`src/rtl/mrd_pkg.sv`:
```
// Shared types for the macro result dispatch unit.
// Assumes the 3-bit operation code encoding listed in the brief.
package mrd_pkg;

    typedef enum logic [2:0] {
        OP_FETCH_KEEP  = 3'd0,
        OP_MOVE        = 3'd1,
        OP_MOVE_LOAD   = 3'd2,
        OP_FETCH_SEND  = 3'd3,
        OP_MOVE_SEND   = 3'd4,
        OP_FETCH_LOAD  = 3'd5,
        OP_LOAD_PSEND  = 3'd6,
        OP_LOAD_STSEND = 3'd7
    } res_op_e;

    typedef enum logic [1:0] {
        SD_RESULT = 2'd0,
        SD_PARAM  = 2'd1,
        SD_STEP   = 2'd2
    } send_src_e;

    typedef struct packed {
        logic      fetch;     // pop one parameter
        logic      wr_param;  // register receives the parameter
        logic      load;      // load method register from result
        logic      send;      // emit a method write
        send_src_e src;       // method write data source
    } ctl_t;

endpackage

```
`src/rtl/mrd_decode.sv`:
```
// Operation decoder: maps a result-operation code to control flags.
// Purely combinational; assumes the code is only acted on when valid.
module mrd_decode
    import mrd_pkg::*;
(
    input  res_op_e op,
    output ctl_t    ctl
);

    // Translate the code into fetch/write/load/send controls.
    always_comb begin
        ctl = '{fetch: 1'b0, wr_param: 1'b0, load: 1'b0, send: 1'b0, src: SD_RESULT};
        unique case (op)
            OP_FETCH_KEEP:  begin ctl.fetch = 1'b1; ctl.wr_param = 1'b1; end
            OP_MOVE:        ;
            OP_MOVE_LOAD:   ctl.load = 1'b1;
            OP_FETCH_SEND:  begin ctl.fetch = 1'b1; ctl.wr_param = 1'b1; ctl.send = 1'b1; end
            OP_MOVE_SEND:   ctl.send = 1'b1;
            OP_FETCH_LOAD:  begin ctl.fetch = 1'b1; ctl.wr_param = 1'b1; ctl.load = 1'b1; end
            OP_LOAD_PSEND:  begin
                ctl.fetch = 1'b1; ctl.load = 1'b1; ctl.send = 1'b1; ctl.src = SD_PARAM;
            end
            OP_LOAD_STSEND: begin ctl.load = 1'b1; ctl.send = 1'b1; ctl.src = SD_STEP; end
            default:        ;
        endcase
    end

endmodule

```
`src/rtl/mrd_param_fetch.sv`:
```
// Parameter fetch: pops a show-ahead FIFO when a fetch is requested.
// Assumes prm_data is valid whenever prm_empty is low; yields zero on underflow.
module mrd_param_fetch #(
    parameter int DATA_W = 32
) (
    input  logic              req,
    input  logic              prm_empty,
    input  logic [DATA_W-1:0] prm_data,
    output logic              prm_rd,
    output logic [DATA_W-1:0] value,
    output logic              underflow
);

    // Pop only when a word is present; otherwise flag underflow.
    always_comb begin
        prm_rd    = req && !prm_empty;
        underflow = req && prm_empty;
        value     = prm_rd ? prm_data : '0;
    end

endmodule

```
`src/rtl/mrd_method_reg.sv`:
```
// Method register: holds a target address and a step field.
// A load takes effect before a send in the same cycle; each send
// post-increments the address by the step, wrapping at the address width.
module mrd_method_reg #(
    parameter int ADDR_W = 12,
    parameter int STEP_W = 6
) (
    input  logic                     clk,
    input  logic                     rst_n,
    input  logic                     load,
    input  logic [ADDR_W+STEP_W-1:0] load_val,
    input  logic                     send,
    output logic [ADDR_W-1:0]        eff_addr,
    output logic [STEP_W-1:0]        eff_step
);

    logic [ADDR_W-1:0] addr_q;
    logic [STEP_W-1:0] step_q;

    // Choose the address/step in effect this cycle (loaded value wins).
    always_comb begin
        eff_addr = load ? load_val[ADDR_W-1:0] : addr_q;
        eff_step = load ? load_val[ADDR_W+STEP_W-1:ADDR_W] : step_q;
    end

    // Commit a load and/or the post-send increment.
    always_ff @(posedge clk) begin
        if (!rst_n) begin
            addr_q <= '0;
            step_q <= '0;
        end else if (load || send) begin
            step_q <= eff_step;
            addr_q <= send ? eff_addr + ADDR_W'(eff_step) : eff_addr;
        end
    end

endmodule

```
`src/rtl/mrd_dispatch.sv`:
```
// Macro result dispatch unit (top).
// Routes an instruction result to the register write port and/or the
// method write port per a 3-bit code. Outputs register one cycle after the
// operation; the FIFO pop is combinational. Assumes DATA_W >= ADDR_W+STEP_W.
module mrd_dispatch
    import mrd_pkg::*;
#(
    parameter int DATA_W = 32,
    parameter int ADDR_W = 12,
    parameter int STEP_W = 6,
    parameter int REG_AW = 3
) (
    input  logic              clk,
    input  logic              rst_n,
    input  logic              op_valid,
    input  logic [2:0]        op_code,
    input  logic [REG_AW-1:0] op_dst,
    input  logic [DATA_W-1:0] op_result,
    input  logic              prm_empty,
    input  logic [DATA_W-1:0] prm_data,
    output logic              prm_rd,
    output logic              rf_we,
    output logic [REG_AW-1:0] rf_waddr,
    output logic [DATA_W-1:0] rf_wdata,
    output logic              mw_valid,
    output logic [ADDR_W-1:0] mw_addr,
    output logic [DATA_W-1:0] mw_data,
    output logic              err_underflow
);

    localparam int MW = ADDR_W + STEP_W;

    ctl_t              ctl;
    logic [DATA_W-1:0] prm_val;
    logic              uflow;
    logic [ADDR_W-1:0] eff_addr;
    logic [STEP_W-1:0] eff_step;
    logic [DATA_W-1:0] send_data;
    logic [DATA_W-1:0] reg_data;

    mrd_decode u_dec (
        .op  (res_op_e'(op_code)),
        .ctl (ctl)
    );

    mrd_param_fetch #(.DATA_W(DATA_W)) u_fetch (
        .req       (op_valid && ctl.fetch),
        .prm_empty (prm_empty),
        .prm_data  (prm_data),
        .prm_rd    (prm_rd),
        .value     (prm_val),
        .underflow (uflow)
    );

    mrd_method_reg #(.ADDR_W(ADDR_W), .STEP_W(STEP_W)) u_mreg (
        .clk      (clk),
        .rst_n    (rst_n),
        .load     (op_valid && ctl.load),
        .load_val (op_result[MW-1:0]),
        .send     (op_valid && ctl.send),
        .eff_addr (eff_addr),
        .eff_step (eff_step)
    );

    // Select register write data and method write data.
    always_comb begin
        reg_data = ctl.wr_param ? prm_val : op_result;
        unique case (ctl.src)
            SD_PARAM: send_data = prm_val;
            SD_STEP:  send_data = DATA_W'(eff_step);
            default:  send_data = op_result;
        endcase
    end

    // Register all outward results one cycle after the operation.
    always_ff @(posedge clk) begin
        if (!rst_n) begin
            rf_we         <= 1'b0;
            rf_waddr      <= '0;
            rf_wdata      <= '0;
            mw_valid      <= 1'b0;
            mw_addr       <= '0;
            mw_data       <= '0;
            err_underflow <= 1'b0;
        end else begin
            rf_we         <= op_valid;
            mw_valid      <= op_valid && ctl.send;
            err_underflow <= uflow;
            if (op_valid) begin
                rf_waddr <= op_dst;
                rf_wdata <= reg_data;
            end
            if (op_valid && ctl.send) begin
                mw_addr <= eff_addr;
                mw_data <= send_data;
            end
        end
    end

endmodule

```
`config.mk`:
```
export PLATFORM = sky130hd
export DESIGN_NAME = mrd_dispatch
export DESIGN_NICKNAME = d
export VERILOG_FILES = /design/src/rtl/mrd_pkg.sv /design/src/rtl/mrd_decode.sv /design/src/rtl/mrd_param_fetch.sv /design/src/rtl/mrd_method_reg.sv /design/src/rtl/mrd_dispatch.sv
export SDC_FILE = /design/constraint.sdc
export NUM_CORES = 1
export LEC_CHECK = 0
export BUFFER_PORTS_ARGS = -buffer_cell sky130_fd_sc_hd__buf_2
export CAP_MARGIN = 20
export CORE_MARGIN = 2
export CORE_UTILIZATION = 40
export DETAILED_ROUTE_END_ITERATION = 6
export PLACE_DENSITY = 0.74
export SLEW_MARGIN = 30
export SYNTH_ARGS = -nofsm -noshare
export SYNTH_HDL_FRONTEND = slang
export SYNTH_SLANG_ARGS = --single-unit
```
`constraint.sdc`:
```
create_clock -name clk -period 4.3 [get_ports clk]
set_input_delay 0.215 -clock clk [delete_from_list [all_inputs] [get_ports clk]]
set_output_delay 0.215 -clock clk [all_outputs]
set_load 0.01 [all_outputs]
```
==> results.md, run 1 <==
- Most common cell after layout, fill and taps aside: buf_2
- Reg2Reg Launch Point: u_mreg.addr_q[5]
- Hold Violations, Final: 0
- Port bufs: roughly 160
- CP Launch Point: op_code[0]
- Footprint of the multi-input gates: 0.002873 mm²
- WP data arrival: about 3.4 ns
- # Post-CTS Setup Buffers: 0
- IO Count: 157
- Final Critical Period: about 3.2 ns
- Sw power: ~700 µW
- Die area: around 0.014 mm²
- # Max-Cap Violations: 0
- Clock Pin Slew Worst Setup and Hold Paths: 0.06 ns
- Register Area: 0.002002 mm²
- Mapped Nets: about 660
- Global placer's final weighted congestion: between 0.8 and 0.9
- Die W: roughly 120 µm
- Gr ovfl total: 0
- Detailed placement HPWL: about 11000 µm
- CTS buffer count: 9
- Clock network power share: 0.355
- Largest net degree at the start of global routing: 83
- Routed Antenna Nets: 0
- Sequential share of power: 0.440
- Fillers: ~1200
- Cts repair resizes: 0
- Max_slew headroom: 0.3713
- Commonest cells after routing, fill and taps aside: buf_2, dfxtp_1, nor2_1
- Outcome: complete, no violations
- Setup Viol. Count Final: 0
- Max IR drop VDD: a little over 0.2 mV
- CTS Root Cell: clkbuf_16
- Vias: around 4900
- Initial Util: 0.4099
- Initial antenna violation count: 0
- Antenna cells: 0
- RR Endpoint: u_mreg.addr_q[10]
- Vias in the first global route: 4883
- Ys Warns: 0
- Fin nets: about 780
- Async set-reset flop share out of synthesis: 0
- TritonCTS clock tree: done
- Final period utilization: 0.7391
- R2R Setup Slk: between 1.5 and 2 ns
- Comb power frac: 0.206
- Worst min-delay path class: in -> reg
- Sw Ratio: 0.2968
- Drt wl/cell: approximately 18 µm
- Initial DRC count: 333
- Core ar.: around 0.013 mm²
- H-tree levels: 3
- DRT Pass-1 Iters: 5
- Routed wire length: ~16000 µm
- Hold_buf cts: 0
- EDFF count, synth: 0
- Layout cell share with drive strength beyond 1: 0.3182
- Worst-margin pin slew: 0.9410 ns
- Post-Route Skew: 0.007817 ns
- Mapped Cells: between 500 and 600
- Netlist Area Pre-Place: 0.005172 mm²
- #FFs+latches synth: 100
- Pwr dens: between 300 and 400 mW/mm²
- CP Max Fanout: 20
- Tot GR Track Use: 0.2234
- Global-route wire length before repair: about 25000 µm
- Worst path required time: between 4 and 5 ns
- Leakage: roughly 2.7 nW
- Main synth FF type: dfxtp_1
- Critical Path End Type: flop
- Worst hold-check slack: approximately 0.12 ns
- Clock sink count: 100
- Register area share after synthesis: 0.3870
- Clock buffer depth: 2
- Max Clk Rate: around 310 MHz
- DR DRC count: 0
- RSZ-0062 raised after global routing: no
- Yosys cell types: 56
- Worst-Skew Late Latency: approximately 0.34 ns
- Synth Area per Inst: about 8.9 µm²
- Max-slew violations: 0
- Row count: 41
- Type of the worst setup path: in -> reg
- Critical path launch point type: primary input
- Area Growth Syn to Fin: 21.19%
- Cells on worst reg2reg path: 8
- Cell Int Power: ~1.6 mW
- Critical path destination: u_mreg.addr_q[10]
- Setup TNS Final: 0 ns
- Die height: between 100 and 150 µm
- Vias per std cell: approximately 5.6
==> area by class of cell <==
cell class / instances / area share
sequential: 100 / 0.3194
inverter: 10 / 0.005988
multi-input combinational: 415 / 0.4583
tap: 172 / 0.03433
clock inverter: 5 / 0.009780
timing repair buffer: 164 / 0.1341
clock buffer: 10 / 0.03812
==> sequential cells by signal, indices dropped and copies added (netlist names), 3 cells and up <==
| name | flops |
|---|---|
| mw_data | 32 |
| mw_addr | 12 |
| u_mreg.step_q | 6 |
| u_mreg.addr_q | 12 |
| rf_wdata | 32 |
| rf_waddr | 3 |
==> through the flow <==
| step | std cells | total power, mW | area, µm² | setup WS [ns] | util |
|---|---|---|---|---|---|
| 2_1_floorplan | 583 | 1.350 | 5172 | 1.409 | - |
| 3_3_place_gp | 861 | 1.515 | 5963 | 0.6871 | 0.4725 |
| 3_5_place_dp | 861 | 1.529 | 5968 | 0.8371 | 0.4729 |
| 4_1_cts | 876 | 2.359 | 6269 | 1.174 | 0.4967 |
| 5_1_grt | 876 | 2.446 | 6269 | 0.9565 | 0.4967 |
| 6_report | 876 | 2.344 | 6269 | 1.122 | 0.4967 |
==> logic make-up (layout without fill, tap and decap cells) <==
family / after synthesis / after routing / share of synthesized area
XOR/XNOR: 5 / 5 / 0.01113
multiplexers: 29 / 29 / 0.05999
buffers and inverters: 68 / 189 / 0.06217
flip-flops: 100 / 100 / 0.3870
adder cells (fa/ha/maj): 8 / 8 / 0.01887
AND/OR/NAND/NOR: 188 / 188 / 0.1877
AO/OA/AOI/OAI: 185 / 185 / 0.2731
==> cell usage after synthesis, drive strengths merged, types with 2 or more instances <==
master / n / share of area
dfxtp: 100 / 0.39
nand2: 19 / 0.014
a21oi: 43 / 0.042
a311oi: 2 / 0.0034
mux2: 10 / 0.022
a21boi: 2 / 0.0029
a221oi: 32 / 0.078
xor2: 2 / 0.0034
o21ai: 35 / 0.034
nor3: 5 / 0.0048
o221ai: 2 / 0.0034
ha: 7 / 0.017
nand2b: 4 / 0.0048
mux2i: 19 / 0.037
and3: 5 / 0.0070
and2: 7 / 0.0085
clkbuf: 38 / 0.028
o22ai: 3 / 0.0036
nor2b: 7 / 0.0099
o41ai: 6 / 0.010
buf: 20 / 0.027
a211oi: 51 / 0.075
nor3b: 33 / 0.048
or2: 2 / 0.0024
a2111oi: 3 / 0.011
or3: 3 / 0.0036
xnor2: 2 / 0.0034
nor2: 83 / 0.060
inv: 10 / 0.0073
nand3: 14 / 0.014
o2111ai: 2 / 0.0034
==> critical path, cell delays in order <==
cell	delay (ns)
buf_2	0.18
mux2i_2	0.27
nor2_4	0.55
mux2_2	0.44
ha_1	0.34
a21oi_1	0.60
nand3_1	0.15
o22ai_1	0.33
a211oi_1	0.12
mux2i_1	0.17
==> power groups by stage <==
| stage | combinational [mW] | clock (mW) | sequential (mW) |
|---|---|---|---|
| final | 0.482 | 0.831 | 1.03 |
| after global placement | 0.468 | 0 | 1.05 |
| after detailed placement | 0.479 | 0 | 1.05 |
| after CTS | 0.481 | 0.848 | 1.03 |
| after floorplan | 0.278 | 0 | 1.07 |
| after global routing | 0.529 | 0.880 | 1.04 |
==> metal layers <==
layer	up-vias	global-route usage	wire [µm]
met5	-	0	0
met4	0	0.06325	225
met3	25	0.05281	1186
met2	206	0.3692	7390
met1	2314	0.2910	7104
li1	2388	-	-
==> how the worst min path moves through the flow <==
| stage | start | end | slack [ns] | cells after the start |
|---|---|---|---|---|
| global route | op_dst[0] | rf_waddr[0] | 0.14 | 3 |
| finish | op_dst[0] | rf_waddr[0] | 0.12 | 3 |
| CTS | op_dst[0] | rf_waddr[0] | 0.11 | 3 |
| floorplan | op_dst[0] | rf_waddr[0] | 0.36 | 2 |
| detailed placement | mw_data[1] | mw_data[1] | 0.46 | 2 |
| global placement | mw_data[1] | mw_data[1] | 0.45 | 2 |
(Power assumes the default switching activity.)
==> inputs of run 2 (changes only) <==
Settings changed: PLACE_DENSITY 0.74 to 0.76.
Clock period 4.3 ns to 2.5 ns, I/O delays scaled along.
==> run 2 against run 1 <==
  * Sequential cell count did not move
  * First-iteration DRC count up 6.6%
  * Sequential share of layout area fell by 1.1 points
  * Clock skew down 0.0025 ns
  * Total power up 69%
  * Worst hold slack worse by 0.099 ns
  * Critical path depth stayed put
  * Combinational power increased by 83%
  * Routed wire length decreased by 2.6%
  * Via count rose by 3.6%
  * Final cell count up 2.9%
  * Sequential power increased by 72%
  * Largest power group unchanged
  * Highest routed layer unchanged
==> results.md, run 2 (same netlist as run 1, synthesis figures left out) <==
- Area Growth Syn to Fin: 25.52%
- Setup Viol. Count Final: 0
- Worst min-delay path class: in -> reg
- Pwr dens: 610.9 mW/mm²
- Tot GR Track Use: 0.2217
- Sequence of cells on the critical path: buf_2 > mux2i_4 > nor2_2 > buf_4 > buf_4 > mux2_2 > ha_1 > nand4_2 > a2111oi_2 > mux2i_1
- RSZ-0062 raised after global routing: no
- Row count: between 40 and 50
- WP data arrival: ~2.5 ns
- Critical path's slowest cell: a2111oi_2
- Outcome: complete, no violations
- Commonest cells after routing, fill and taps aside: buf_2, dfxtp_1, nor2_1
- Initial DRC count: about 360
- Fin nets: about 800
- Max_slew headroom: 0.4127
- Post-route cell area: 0.006492 mm²
- CP delay by family, top: multiplexers
- Most common cell after layout, fill and taps aside: buf_2
- Vias per std cell: 5.673
- CTS Root Cell: clkbuf_16
- Critical Path End Type: flop
- Initial antenna violation count: 0
- Registers with the most flip-flops: mw_data: 32 flops, rf_wdata: 32 flops
- Worst path required time: ~2.8 ns
- Leakage: 2.792 nW
- Vias: slightly above 5000
- Max Clk Rate: 442.3 MHz
- Hold_buf cts: 0
- Crit path top cell by count: buf_4
- Post-Route Skew: roughly 0.0054 ns
- DRT Pass-1 Iters: 5
- Routed wire length: 15500 µm
- CP Max Fanout: 8
- Worst Path Buf+Inv: 3
- Clock buffer depth: 2
- # Max-Cap Violations: 0
- Antenna cells: 0
- Max-slew violations: 0
- TritonCTS clock tree: done
- Drt wl/cell: 17.20 µm
- DR DRC count: 0
- H-tree levels: 3
- Hold Violations, Final: 0
- Vias in the first global route: 4902
- IO Count: around 160
- Type of the worst setup path: in -> reg
- Port bufs: roughly 160
- Clock Pin Slew Worst Setup and Hold Paths: around 0.07 ns
- Cts repair resizes: 0
- Final period utilization: 0.9043
- Core ar.: ~0.013 mm²
- Max IR drop VDD: 0.3489 mV
- Worst-Skew Late Latency: around 0.34 ns
- Die area: between 0.01 and 0.015 mm²
- # Post-CTS Setup Buffers: 0
- Gr ovfl total: 0
- Clock sink count: 100
- Routed Antenna Nets: 0
- Worst hold-check slack: ~0.021 ns
- Initial Util: 0.4099
- CTS buffer count: 9
- Critical path launch point type: primary input
- Worst-margin pin slew: approximately 0.9 ns
- Largest net degree at the start of global routing: slightly above 80
- Fillers: about 1300
- Global-route wire length before repair: 25100 µm
- CP max stage delay: 0.49 ns
- Layout cell share with drive strength beyond 1: 0.3457
- Area post-placement: between 0.006 and 0.007 mm²
- R2R Setup Slk: 0.46 ns
- Die height: 117.7 µm
- Die W: roughly 120 µm
- Detailed placement HPWL: between 10000 and 15000 µm
- Final Critical Period: about 2.3 ns
- Global placer's final weighted congestion: between 0.9 and 1
run 2: power by group:
| part | switching, mW | total, mW | leakage (nW) | internal (mW) |
|---|---|---|---|---|
| clock | 0.610 | 1.31 | 0.132 | 0.705 |
| sequential | 0.0597 | 1.77 | 0.825 | 1.71 |
| combinational | 0.516 | 0.882 | 1.83 | 0.366 |
run 2: worst paths after layout:
check / cells after the start / start / end
setup / recovery: 10 / op_code[0] / u_mreg.addr_q[11]
hold / removal: 3 / op_dst[2] / rf_waddr[2]
setup reg to reg: 7 / u_mreg.step_q[2] / u_mreg.addr_q[5]
hold reg to reg: 2 / mw_data[1] / mw_data[1]
run 2: area by class of cell:
class	count	area, µm²	share of cell area
inverter	10	37.54	0.005781
tap	172	215.2	0.03315
timing repair buffer	188	1059	0.1630
clock inverter	5	37.54	0.005781
sequential	100	2002	0.3083
clock buffer	11	242.7	0.03739
multi-input combinational	415	2899	0.4465
run 2: through the flow:
stage	total power [mW]	setup WS [ns]	std cells	setup TNS, ns	utilization
2_1_floorplan	2.337	-0.05142	583	-0.08201	-
3_3_place_gp	2.670	-0.03667	885	-0.1311	0.4923
3_5_place_dp	2.680	-0.09006	885	-0.3803	0.4923
4_1_cts	3.996	0.2598	901	0	0.5145
5_1_grt	4.157	0.07752	901	0	0.5145
6_report	3.966	0.2392	901	0	0.5145
run 2: worst register-to-register path: cells and delay by family (launching register included):
family                     cells  cell delay, ns
muxes                          1            0.26
adders and majority gates      1            0.29
and+or+nand+nor                1            0.21
buffers and inverters          1            0.10
DFF                            1            0.30
AOI/OAI and AO/OA              3            0.79
run 2: layer usage:
metal  vias up  GRT usage  routed length (µm)
met5         -          0                   0
met4         0    0.06702                 306
met3        25    0.05814                1508
met2       255     0.3634                6881
met1      2392     0.2859                6797
li1       2439          -                   -
